File: config.mk
export PLATFORM = sky130hd
export DESIGN_NAME = sdc_cmd_front
export DESIGN_NICKNAME = d
export VERILOG_FILES = /design/src/rtl/sdc_pkg.sv /design/src/rtl/sdc_tick.sv /design/src/rtl/sdc_regs.sv /design/src/rtl/sdc_resp_bank.sv /design/src/rtl/sdc_cmd_front.sv
export SDC_FILE = /design/constraint.sdc
export NUM_CORES = 1
export LEC_CHECK = 0
export ABC_AREA = 1
export BUFFER_PORTS_ARGS = -buffer_cell sky130_fd_sc_hd__buf_2
export CORE_MARGIN = 2
export CORE_UTILIZATION = 30
export DETAILED_ROUTE_END_ITERATION = 12
export HOLD_SLACK_MARGIN = 0.08
export PLACE_DENSITY = 0.53
export SKIP_CTS_REPAIR_TIMING = 1
export SLEW_MARGIN = 30
export SYNTH_ARGS = -nofsm -noshare
export SYNTH_HDL_FRONTEND = slang
export SYNTH_SLANG_ARGS = --single-unit
File: constraint.sdc
create_clock -name clk -period 3.7 [get_ports clk]
set_clock_uncertainty 0.05 [all_clocks]
set_input_delay 0.185 -clock clk [delete_from_list [all_inputs] [get_ports clk]]
set_output_delay 0.185 -clock clk [all_outputs]
set_load 0.01 [all_outputs]
File: src/rtl/sdc_pkg.sv
package sdc_pkg;

  localparam logic [1:0] ADDR_ARG  = 2'd0;
  localparam logic [1:0] ADDR_CMD  = 2'd1;
  localparam logic [1:0] ADDR_CTRL = 2'd2;

  localparam logic [1:0] RSP_NONE  = 2'd0;
  localparam logic [1:0] RSP_LONG  = 2'd1;

  typedef enum logic [2:0] {
    ST_IDLE,
    ST_INIT,
    ST_TX,
    ST_WAIT,
    ST_RX
  } sdc_state_e;

  // CRC7, polynomial x^7 + x^3 + 1, zero seed, MSB first
  function automatic logic [6:0] crc7_40(input logic [39:0] d);
    logic [6:0] c;
    logic       fb;
    c = '0;
    for (int i = 39; i >= 0; i--) begin
      fb = d[i] ^ c[6];
      c  = {c[5:0], 1'b0};
      if (fb) c = c ^ 7'h09;
    end
    return c;
  endfunction

endpackage

File: src/rtl/sdc_tick.sv
module sdc_tick #(
  parameter int DIV = 4
) (
  input  logic clk,
  input  logic rst,
  output logic tick_o
);
  localparam int CW = (DIV > 2) ? $clog2(DIV) : 1;

  logic [CW-1:0] cnt;

  always_ff @(posedge clk) begin
    if (rst) begin
      cnt    <= '0;
      tick_o <= 1'b0;
    end else begin
      tick_o <= (cnt == CW'(DIV - 1));
      if (cnt == CW'(DIV - 1)) cnt <= '0;
      else                     cnt <= cnt + 1'b1;
    end
  end
endmodule

File: src/rtl/sdc_regs.sv
module sdc_regs #(
  parameter int W = 32
) (
  input  logic         clk,
  input  logic         rst,
  input  logic         wr_en,
  input  logic [1:0]   wr_addr,
  input  logic [W-1:0] wr_data,
  output logic [W-1:0] arg_o,
  output logic         init_mode_o
);
  import sdc_pkg::*;

  always_ff @(posedge clk) begin
    if (rst) begin
      arg_o       <= '0;
      init_mode_o <= 1'b0;
    end else if (wr_en) begin
      if (wr_addr == ADDR_ARG)  arg_o       <= wr_data;
      if (wr_addr == ADDR_CTRL) init_mode_o <= wr_data[1];
    end
  end
endmodule

File: src/rtl/sdc_resp_bank.sv
module sdc_resp_bank #(
  parameter int W     = 32,
  parameter int WORDS = 4
) (
  input  logic               clk,
  input  logic               rst,
  input  logic               ld_long,
  input  logic               ld_short,
  input  logic [W*WORDS-1:0] long_data,
  input  logic [W-1:0]       short_data,
  output logic [W*WORDS-1:0] resp_o
);
  for (genvar g = 0; g < WORDS; g++) begin : g_word
    always_ff @(posedge clk) begin
      if (rst) begin
        resp_o[g*W +: W] <= '0;
      end else if (ld_long) begin
        resp_o[g*W +: W] <= long_data[g*W +: W];
      end else if (ld_short && (g == 0)) begin
        resp_o[g*W +: W] <= short_data;
      end
    end
  end
endmodule

File: src/rtl/sdc_cmd_front.sv
module sdc_cmd_front #(
  parameter int DIV       = 4,
  parameter int INIT_CLKS = 80,
  parameter int RESP_TO   = 64,
  parameter int W         = 32
) (
  input  logic         clk,
  input  logic         rst,
  input  logic         wr_en,
  input  logic [1:0]   wr_addr,
  input  logic [31:0]  wr_data,
  input  logic         cmd_in,
  output logic         cmd_o,
  output logic         cmd_oe_o,
  output logic         bit_tick_o,
  output logic         busy_o,
  output logic         cmd_done_o,
  output logic [1:0]   stat_o,
  output logic         dat_pend_o,
  output logic [31:0]  resp0_o,
  output logic [31:0]  resp1_o,
  output logic [31:0]  resp2_o,
  output logic [31:0]  resp3_o
);
  import sdc_pkg::*;

  localparam int TOK_W   = 48;
  localparam int LONG_W  = 136;
  localparam int PAY_W   = 4 * W;
  localparam int CW      = $clog2(LONG_W + INIT_CLKS + RESP_TO);

  sdc_state_e       state;
  logic             tick;
  logic [W-1:0]     arg_q;
  logic             init_mode;
  logic [TOK_W-1:0] tok;
  logic [CW-1:0]    cnt;
  logic [1:0]       rtype;
  logic             want_data;
  logic [PAY_W-2:0] rsh;
  logic [PAY_W-1:0] rx_next;
  logic [PAY_W-1:0] resp_flat;
  logic             cmd_wr;
  logic             rx_last;
  logic             ld_long;
  logic             ld_short;
  logic [39:0]      head;

  sdc_tick #(.DIV(DIV)) tick_i (
    .clk    (clk),
    .rst    (rst),
    .tick_o (tick)
  );

  sdc_regs #(.W(W)) regs_i (
    .clk         (clk),
    .rst         (rst),
    .wr_en       (wr_en),
    .wr_addr     (wr_addr),
    .wr_data     (wr_data),
    .arg_o       (arg_q),
    .init_mode_o (init_mode)
  );

  assign cmd_wr  = wr_en && (wr_addr == ADDR_CMD);
  assign head    = {2'b01, wr_data[29:24], arg_q};
  assign rx_next = {rsh, cmd_in};
  assign rx_last = (rtype == RSP_LONG) ? (cnt == CW'(LONG_W - 1))
                                       : (cnt == CW'(TOK_W - 1));
  assign ld_long  = (state == ST_RX) && tick && rx_last && (rtype == RSP_LONG);
  assign ld_short = (state == ST_RX) && tick && rx_last && (rtype != RSP_LONG);
  assign busy_o   = (state != ST_IDLE);

  sdc_resp_bank #(.W(W), .WORDS(4)) bank_i (
    .clk        (clk),
    .rst        (rst),
    .ld_long    (ld_long),
    .ld_short   (ld_short),
    .long_data  (rx_next),
    .short_data (rx_next[39:8]),
    .resp_o     (resp_flat)
  );

  assign resp0_o = resp_flat[31:0];
  assign resp1_o = resp_flat[63:32];
  assign resp2_o = resp_flat[95:64];
  assign resp3_o = resp_flat[127:96];

  always_ff @(posedge clk) begin
    if (rst) begin
      state      <= ST_IDLE;
      tok        <= '0;
      cnt        <= '0;
      rtype      <= RSP_NONE;
      want_data  <= 1'b0;
      rsh        <= '0;
      cmd_o      <= 1'b1;
      cmd_oe_o   <= 1'b0;
      bit_tick_o <= 1'b0;
      cmd_done_o <= 1'b0;
      stat_o     <= 2'b00;
      dat_pend_o <= 1'b0;
    end else begin
      cmd_done_o <= 1'b0;
      bit_tick_o <= tick;
      unique case (state)
        ST_IDLE: begin
          if (cmd_wr) begin
            stat_o     <= 2'b00;
            dat_pend_o <= 1'b0;
            cnt        <= '0;
            want_data  <= wr_data[21];
            rtype      <= wr_data[17:16];
            if (init_mode && (wr_data == '0)) begin
              state <= ST_INIT;
            end else begin
              tok   <= {head, crc7_40(head), 1'b1};
              state <= ST_TX;
            end
          end
        end
        ST_INIT: begin
          if (tick) begin
            if (cnt == CW'(INIT_CLKS)) begin
              cmd_oe_o   <= 1'b0;
              stat_o     <= 2'b01;
              cmd_done_o <= 1'b1;
              state      <= ST_IDLE;
            end else begin
              cmd_oe_o <= 1'b1;
              cmd_o    <= 1'b1;
              cnt      <= cnt + 1'b1;
            end
          end
        end
        ST_TX: begin
          if (tick) begin
            if (cnt == CW'(TOK_W)) begin
              cmd_oe_o <= 1'b0;
              cmd_o    <= 1'b1;
              cnt      <= '0;
              if (rtype == RSP_NONE) begin
                stat_o     <= 2'b01;
                cmd_done_o <= 1'b1;
                dat_pend_o <= want_data;
                state      <= ST_IDLE;
              end else begin
                state <= ST_WAIT;
              end
            end else begin
              cmd_oe_o <= 1'b1;
              cmd_o    <= tok[TOK_W-1];
              tok      <= {tok[TOK_W-2:0], 1'b0};
              cnt      <= cnt + 1'b1;
            end
          end
        end
        ST_WAIT: begin
          if (tick) begin
            if (!cmd_in) begin
              rsh   <= '0;
              cnt   <= CW'(1);
              state <= ST_RX;
            end else if (cnt == CW'(RESP_TO - 1)) begin
              stat_o     <= 2'b10;
              cmd_done_o <= 1'b1;
              state      <= ST_IDLE;
            end else begin
              cnt <= cnt + 1'b1;
            end
          end
        end
        ST_RX: begin
          if (tick) begin
            rsh <= rx_next[PAY_W-2:0];
            cnt <= cnt + 1'b1;
            if (rx_last) begin
              stat_o     <= 2'b01;
              cmd_done_o <= 1'b1;
              dat_pend_o <= want_data;
              state      <= ST_IDLE;
            end
          end
        end
        default: state <= ST_IDLE;
      endcase
    end
  end
endmodule

# Yosys cells after proc, flatten, opt, wreduce, memory -nomap -nowiden
# Cells that the tools add are included.
[totals] output_inout_bits=136 ff_bits=361
[classes] n_reduce_logical=29 mux=270 eq_ne=31 add_sub_neg=2 bitwise=77
[op_table] operator="$mux 7" n=156
[op_table] operator="$mux 127" n=3
[op_table] operator="$pmux 127 s2" n=1
[op_table] operator="$mux 48" n=4
[op_table] operator="$mux 4" n=39
[op_table] operator="$pmux 48 s2" n=1
[op_table] operator="$mux 9" n=9
[op_table] operator="$not 2->2" n=39
[op_table] operator="$mux 32" n=2
[op_table] operator="$pmux 9 s5" n=1
[op_table] operator="$xor 1x1->1" n=38
[op_table] operator="$logic_not 32->1" n=1
[op_table] operator="$mux 3" n=10
[op_table] operator="$eq 9x6->1 const B" n=3
[op_table] operator="$mux 2" n=13
[op_table] operator="$mux 1" n=25
[op_table] operator="$ne 2x2->1 const B" n=11
[op_table] operator="$pmux 3 s5" n=1
[op_table] operator="$reduce_and 12->1" n=1
[op_table] operator="$ne 2x1->1 const B" n=5
[op_table] operator="$pmux 2 s5" n=1
[op_table] operator="$add 9x1->9 const B" n=1
[op_table] operator="$eq 9x7->1 const B" n=1
[op_table] operator="$eq 9x8->1 const B" n=1
[op_table] operator="24 further kinds" n=42

# Longest topological paths before layout
# Gate-level depths: netlist of run 1.
[depth] word_depth=239 depth_mapped=27 mapped_depth_nobuf=27

# Hierarchy
# Synthesis of run 1 repeated with hierarchy kept, for this count alone.
[hier_totals] hier_cells=2170 hier_area_um2=15274.6
[by_module_without_submodules] module="sdc_cmd_front" area_each_um2=8839.7 cells_per_inst=1281 seq_area_each_um2=3943.8 n_inst=1
[by_module_without_submodules] module="sdc_resp_bank" area_each_um2=4840.9 cells_per_inst=660 seq_area_each_um2=2562.5 n_inst=1
[by_module_without_submodules] module="sdc_regs" area_each_um2=1495.2 cells_per_inst=218 seq_area_each_um2=660.6 n_inst=1
[by_module_without_submodules] module="sdc_tick" area_each_um2=98.8 cells_per_inst=11 seq_area_each_um2=60.1 n_inst=1

# Worst setup path after synthesis of run 1
# Ideal clock, no wire load.
[synth_timing] kind="flip-flop to flip-flop" startpoint="reg cnt[0]" endpoint="reg tok[36]" stages_incl_launch_ff=15 required_ns=3.517 arrival_time_ns=2.105 setup_time_ns=0.133 setup_slack_ns=1.412 cell_sequence="dfxtp_1 > inv_1 > ha_1 > nand3_1 > inv_1 > nand3_1 > nand2_1 > inv_1 > o21a_1 > nand2_1 > nor2_2 > clkinv_1 > clkbuf_1 > nor2_1 > a211oi_1"
[synth_between] elab_chain_len=3
[synth_rtl] item="start: declaration" line_no="sdc_cmd_front.sv:37" rtl="logic [CW-1:0] cnt;"
[synth_rtl] item="start signal: assignment" line_no="sdc_cmd_front.sv:132" rtl="cnt <= cnt + 1'b1;"
[synth_rtl] item="start signal: assignment" line_no="sdc_cmd_front.sv:154" rtl="cnt <= cnt + 1'b1;"
[synth_rtl] item="start signal: assignment" line_no="sdc_cmd_front.sv:169" rtl="cnt <= cnt + 1'b1;"
[synth_rtl] item="$eq 9x6->1" line_no="sdc_cmd_front.sv:138" rtl="if (cnt == CW'(TOK_W)) begin"
[synth_rtl] item="$ne 2x2->1 (no line)"
[synth_rtl] item="$reduce_and 5->1 (no line)"
[synth_rtl] item="end signal: assignment" line_no="sdc_cmd_front.sv:117" rtl="tok <= {head, crc7_40(head), 1'b1};"
[synth_rtl] item="end signal: assignment" line_no="sdc_cmd_front.sv:153" rtl="tok <= {tok[TOK_W-2:0], 1'b0};"
[synth_rtl] item="end: declaration" line_no="sdc_cmd_front.sv:36" rtl="logic [TOK_W-1:0] tok;"
# Every way passes these cells.
# A chain may end at the register's enable or synchronous reset.

# Worst setup path in the final report of run 1
[layout_timing] startpoint="reg state[1]" endpoint="reg tok[46]"
[layout_between] elab_chain_len=3 elab_cells_between_ends=9
[layout_rtl] item="start: declaration" line_no="sdc_cmd_front.sv:32" rtl="sdc_state_e state;"
[layout_rtl] item="start signal: assignment" line_no="sdc_cmd_front.sv:91" rtl="state <= ST_IDLE;"
[layout_rtl] item="start signal: assignment" line_no="sdc_cmd_front.sv:115" rtl="state <= ST_INIT;"
[layout_rtl] item="start signal: assignment" line_no="sdc_cmd_front.sv:118" rtl="state <= ST_TX;"
[layout_rtl] item="$eq 3x2->1 / $logic_not 3->1 (equally long branches)" line_no="sdc_cmd_front.sv:106" rtl="unique case (state)"
[layout_rtl] item="$ne 2x2->1 (no line) (tied with other cells)"
[layout_rtl] item="$reduce_and 5->1 (no line)"
# Several ways; a longest one is shown, not always the timed one.

==> metrics.md, run 1 <==
| Metric | Value |
|---|---|
| Sum Neg Setup Slack | `0 ns` |
| Fin area | `~18000 um^2` |
| Die Area | `between 50000 and 60000 um^2` |
| Setup violations, final | `0` |
| Worst-skew pair later-pin latency | `0.56 ns` |
| Met2 WL post-DR | `19.3 mm` |
| First-pass GRT wire length | `67.5 mm` |
| Register area share after synthesis | `0.484` |
| Main synth FF type | `dfxtp_1` |
| Peak VDD IR | `~0.00028 V` |
| Power Total | `10.6 mW` |
| Routed WL | `43.7 mm` |
| M1 WL | `between 20 and 25 mm` |
| Total GRT Usage | `0.163` |
| TritonCTS buffer count | `42` |
| CP Cell Sequence | `inv_1 > nor2_1 > inv_1 > nor2_2 > nand2_1 > inv_1 > o21a_1 > nand2_1 > nor2_4 > clkinv_1 > o221a_2` |
| CP Class | `flip-flop to flip-flop` |
| Met3 Routed Length | `~2.4 mm` |
| Top cells by area, synth | `dfxtp_1, nand2_1, nor2_1, a21oi_1, o21ai_0` |
| Worst slew margin | `0.240` |
| Mapped cell area | `14900 um^2` |
| Worst path slowest cell | `clkinv_1` |
| Measured slew at the worst slew-check pin | `1.14 ns` |
| Syn avg cell area | `about 7.3 um^2` |
| Final cell count without fillers | `about 2900` |
| Hold Fails Final Rpt | `0` |
| Outcome | `complete, no violations` |
| Synth Area in XOR/XNOR | `0.00343` |
| CTS tree | `built` |
| DRT iter0 DRCs | `between 1000 and 1500` |
| Post-synth EDFFs | `0` |
| Synth Instances | `between 2000 and 2500` |
| Most common cell in the synthesized netlist | `nand2_1` |
| Hold WC Path Type | `input port to flip-flop` |
| Dominant cell type by area after synthesis | `dfxtp_1` |
| Die height | `roughly 230 um` |
| Vias in the first global route | `~13000` |
| Clk buf depth | `3` |
| Post-Synth Adder-Cell Area | `0.00251` |
| Reg power frac | `0.397` |
| Placed standard-cell area | `16500 um^2` |
| Synth Register Bits | `361` |
| Syn-to-layout area delta | `22.2%` |
| Layout Nets | `around 2200` |
| Worst setup SP type | `flip-flop` |
| LEAKAGE | `7.68 nW` |
| IO buf count | `173` |
| Min cycle time layout | `about 3 ns` |
| Vias/cell | `4.83` |
| DR WL/cell | `around 15 um` |
| Clock group share of total power | `0.394` |
| Yosys warns | `0` |
| Utilization after layout | `0.372` |
| Async S/R FF share, synth | `0` |
| Core footprint | `between 40000 and 50000 um^2` |
| Critical-path maximum fanout | `27` |
| Global route total overflow | `0` |
| Share of post-route cells with drive strength above 1 | `0.171` |
| Initial antenna violation count | `0` |
| Power Density | `581 nW/um^2` |
| Largest family of logic cells by synthesized area | `simple AND/OR/NAND/NOR gates` |
| Starting Density | `0.305` |
| Post-synth top cells | `nand2_1, dfxtp_1, nor2_1` |
| First-pass DRT Iterations | `5` |
| Comb power frac | `0.208` |
| Cells after DPL | `2780` |
| Crit-path max cell delay | `between 0.5 and 0.6 ns` |
| Max Slew Vio Count | `0` |
| DRC | `0` |
| Fin crit share | `0.829` |
| H-tree depth | `2` |
| CTS Root Cell | `clkbuf_16` |
| Sw Pwr | `3.35 mW` |
| Post-DP HPWL | `27.7 mm` |
| Clock slew at reported path FFs | `0.06 ns` |
| Pin count of the biggest net entering global routing | `191` |
| Most frequent CP cell | `inv_1` |
| Synth Area in Simple Gates | `0.283` |
| Worst setup EP type | `flip-flop` |
| Placer Congestion | `0.850` |
| RSZ-0062 raised after global routing | `false` |
| Vias | `~14000` |
| Post-synth top area share | `0.484` |
| Switching share of power | `0.315` |
| Top layer in use | `met4` |
| Data required, critical path | `4.10 ns` |
| Syn_nets | `between 2000 and 2500` |
| Fmax | `between 300 and 400 MHz` |
| WP data arrival | `3.47 ns` |
| Post-DRT Antenna Nets | `0` |
| Clock Sink Count | `361` |
| Max Cap Violations | `0` |
| Synth cell types | `43` |
| Synth Area in Compound Gates | `0.171` |
| Die X | `227 um` |
| Cell Rows | `81` |
| Diode count | `0` |
| IO Count | `around 170` |
| Post-synthesis mux area share | `0` |
| Pint | `7.26 mW` |
## area by class of cell
| type | instances | area, um^2 |
|---|---|---|
| repair buffers | 228 | 1470 |
| clock inverters | 20 | 215 |
| multi-input cells | 1454 | 6910 |
| fillers | 5183 | 30800 |
| clock buffers | 56 | 1180 |
| flip-flops and latches | 361 | 7230 |
| well taps | 664 | 831 |
| inverters | 109 | 413 |
## worst paths after layout
kind / from / end / slack, ns / cells after the start
setup / recovery: state[1] / tok[46] / 0.63 / 11
hold / removal: wr_addr[1] / regs_i.arg_o[25] / 0.11 / 4
setup reg to reg: state[1] / tok[46] / 0.63 / 11
hold reg to reg: tick_i.cnt[0] / tick_i.cnt[0] / 0.38 / 1
## per-stage QoR
stage                     worst slack [ns]  hold WS, ns
after floorplan                       1.41        0.250
after global placement               0.209        0.366
after detailed placement             0.154        0.377
after CTS                            0.160       -0.223
after global routing                 0.280       0.0994
final                                0.632        0.106
## state kept, by name, summed over array words and instances, names as in the netlist
signal and cells:
tick_i.cnt 2, state 3, regs_i.arg_o 32, rtype 2, rsh 127, cmd_o 1, dat_pend_o 1, cmd_oe_o 1
want_data 1, cmd_done_o 1, bank_i.resp_o 128, tick_i.tick_o 1, stat_o 2, tok 48, regs_i.init_mode_o 1, bit_tick_o 1
cnt 9
## metal layers
metal	track usage	vias to the layer above
li1	-	7008
met1	0.224	6539
met2	0.255	338
met3	0.0301	76
met4	0.0582	0
met5	0	-
## placed cells by master (no fill, tap or decap), drive strengths merged, types with 20 or more instances in the layout
cell type    synthesis  layout
nand2              590     590
dfxtp              361     361
nor2               294     294
a21oi              201     201
buf                  6     192
o21ai              160     160
inv                106     107
nand3               74      74
clkbuf             109      56
dlygate4sd3          0      36
a311oi              33      33
a22oi               24      24
a211oi              20      20
## power by group through the flow
| stage | Sequential [mW] | Clock [mW] | Combinational, mW |
|---|---|---|---|
| 6_report | 4.22 | 4.18 | 2.21 |
| 5_1_grt | 4.24 | 4.48 | 2.47 |
| 3_5_place_dp | 4.30 | 0 | 2.15 |
| 3_3_place_gp | 4.29 | 0 | 2.11 |
| 2_1_floorplan | 4.26 | 0 | 1.65 |
| 4_1_cts | 4.21 | 4.33 | 2.17 |
## cell families (layout without fill, tap and decap cells)
family	Yosys count	count (layout)
adder cells (fa/ha/maj)	3	3
AO/OA/AOI/OAI	453	453
buffers and inverters	224	413
flip-flops	361	361
XOR/XNOR	5	5
AND/OR/NAND/NOR	993	993
## worst max-delay path: cells and delay by family, from the launching register on
family | cells | cell delay (ns)
compound gates | 2 | 0.52
flops | 1 | 0.36
buf+inv | 4 | 0.87
simple gates | 5 | 1.16
Power figures use the tool's default switching activity.
==> run 2: changes to the inputs <==
- clock period: 3.7 -> 2.9 ns (I/O delays scaled with it)
==> run 2 against run 1 <==
Cell area grew 0.87%; utilization grew 0.32 points; critical path type is now input port to flip-flop; die area is the same; clock power grew 36%; register-to-register slack lost 0.35 ns; flip-flop and latch count is the same; power grew 31%; hold slack lost 0.010 ns; final cell count grew 0.14%; combinational power grew 31%; highest routed layer unchanged; critical path depth shrank 1; largest cell class unchanged.
==> metrics.md, run 2 (synthesis gave the netlist of run 1 again) <==
| Metric | Value |
|---|---|
| Clk buf depth | `3 (unchanged)` |
| Pin count of the biggest net entering global routing | `128 (-33%)` |
| Placer Congestion | `0.874 (+2.7%)` |
| Data required, critical path | `3.30 ns (-0.80 ns)` |
| Outcome | `complete, no violations` |
| Cell Rows | `81 (unchanged)` |
| Share of post-route cells with drive strength above 1 | `0.175 (+0.00462)` |
| Diode count | `0 (unchanged)` |
| Vias in the first global route | `13199 (+2.9%)` |
| First-pass DRT Iterations | `5 (unchanged)` |
| Global route total overflow | `0 (unchanged)` |
| CTS Root Cell | `clkbuf_16` |
| H-tree depth | `2 (unchanged)` |
| CP Capture Point | `tok[46]` |
| Vias/cell | `4.80 (-0.47%)` |
| Min cycle time layout | `2.66 ns` |
| Max Slew Vio Count | `0 (unchanged)` |
| Worst setup EP type | `flip-flop` |
| Worst setup SP type | `input port` |
| DRC | `0 (unchanged)` |
| Core footprint | `49100 um^2 (unchanged)` |
| Fin area | `18400 um^2 (+0.87%)` |
| Worst R2R Setup Slack | `0.28 ns (-0.35 ns)` |
| Fillers | `5119 (-1.2%)` |
| CTS tree | `built` |
| Power Density | `758 nW/um^2 (+30%)` |
| Die Area | `51600 um^2 (unchanged)` |
| Post-DP HPWL | `27.9 mm (+0.91%)` |
| Crit path launch | `wr_data[0]` |
| Vias | `13914 (-0.34%)` |
| Worst-skew pair later-pin latency | `0.56 ns (about the same)` |
| Fin crit share | `0.916` |
| Setup violations, final | `0 (unchanged)` |
| Routed WL | `43.8 mm (+0.39%)` |
| Registers with the most flip-flops | `bank_i.resp_o x128, rsh x127, tok x48` |
| Clock Sink Count | `361 (unchanged)` |
| Largest register FFs | `128 (unchanged)` |
| TritonCTS buffer count | `43 (+2.4%)` |
| Fmax | `377 MHz` |
| DRT iter0 DRCs | `821 (-19%)` |
| Commonest non-fill, non-tap cell in the layout | `nand2_1` |
| Hold Fails Final Rpt | `0 (unchanged)` |
| Clock slew at reported path FFs | `0.06 ns (about the same)` |
| Total GRT Usage | `0.166 (+0.00245)` |
| CP Class | `input port to flip-flop` |
| Starting Density | `0.305 (unchanged)` |
| Worst reg2reg startpoint | `regs_i.arg_o[30]` |
| Worst slew margin | `0.518 (+0.278)` |
| Sum Neg Setup Slack | `0 ns (unchanged)` |
| Multi-input gate area | `6910 um^2 (unchanged)` |
| Syn-to-layout area delta | `23.3%` |
| IO Count | `174 (unchanged)` |
| R2R Path End | `tok[5]` |
| Hold WC Path Type | `input port to flip-flop` |
| IO buf count | `173 (unchanged)` |
| Peak VDD IR | `0.000350 V (+27%)` |
| Register area | `7230 um^2 (unchanged)` |
| Reg2reg path depth | `24 (+13)` |
| Critical-path maximum fanout | `19 (-30%)` |
| Die X | `227 um (unchanged)` |
| Largest Register | `bank_i.resp_o` |
| WP data arrival | `3.05 ns (-0.42 ns)` |
| Most frequent cells in the layout | `nand2_1, dfxtp_1, nor2_1, a21oi_1, buf_2` |
| Max Cap Violations | `0 (unchanged)` |
| Layout Nets | `2243 (+0.27%)` |
| Post-DRT Antenna Nets | `0 (unchanged)` |
| Placed standard-cell area | `16600 um^2 (+0.48%)` |
| Initial antenna violation count | `0 (unchanged)` |
| First-pass GRT wire length | `69.1 mm (+2.4%)` |
| Measured slew at the worst slew-check pin | `0.723 ns (-0.417 ns)` |
| DR WL/cell | `15.1 um (+0.25%)` |
| Die height | `227 um (unchanged)` |
| LEAKAGE | `7.78 nW (+1.2%)` |
==> run 2: cell type report <==
cell class                 count  share of cell area
clock buffer                  56              0.0660
clock inverter                19              0.0141
inverter                     109              0.0226
multi-input combinational   1454               0.375
sequential                   361               0.392
tap                          664              0.0451
timing repair buffer         233              0.0842
==> run 2: metal layers <==
metal / vias to the layer above / share of wire / track usage
met4: 0 / 0.025 / 0.0519
li1: 7021 / - / -
met1: 6479 / 0.47 / 0.220
met5: - / 0 / 0
met2: 343 / 0.43 / 0.260
met3: 71 / 0.067 / 0.0459
==> run 2: worst min-delay path by stage <==
stage	start	cells past startpoint	end
floorplan	wr_en	1	regs_i.init_mode_o
global placement	wr_data[10]	3	regs_i.arg_o[10]
detailed placement	wr_en	2	regs_i.init_mode_o
CTS	wr_en	2	regs_i.init_mode_o
global route	wr_addr[1]	4	regs_i.arg_o[16]
finish	wr_addr[1]	4	regs_i.arg_o[30]
==> run 2: critical path, cell delays in order <==
cell	delay (ns)
dlygate4sd3_1	0.54
buf_2	0.13
nor4_1	0.28
nand4_1	0.24
nor4_1	0.49
buf_4	0.23
nand2_1	0.06
nand2_1	0.20
clkinvlp_4	0.35
o221a_2	0.38
==> run 2: stage by stage <==
stage | worst slack (ns) | power, mW | util | hold WS (ns) | std cells
final | 0.245 | 14.0 | 0.375 | 0.0957 | 2896
after global routing | -0.0110 | 14.7 | 0.375 | 0.0963 | 2896
after CTS | 0.289 | 14.1 | 0.368 | -0.249 | 2860
after detailed placement | 0.211 | 8.32 | 0.338 | 0.351 | 2785
after global placement | 0.139 | 8.29 | 0.338 | 0.342 | 2785
after floorplan | 0.612 | 7.55 | - | 0.210 | 2039
==> run 2: where the power goes <==
group / internal [mW] / switching (mW) / leakage [nW]
clock network: 3.48 / 2.19 / 0.737
logic: 0.967 / 1.93 / 4.12
registers: 5.22 / 0.163 / 2.92
total: 9.67 / 4.28 / 7.78
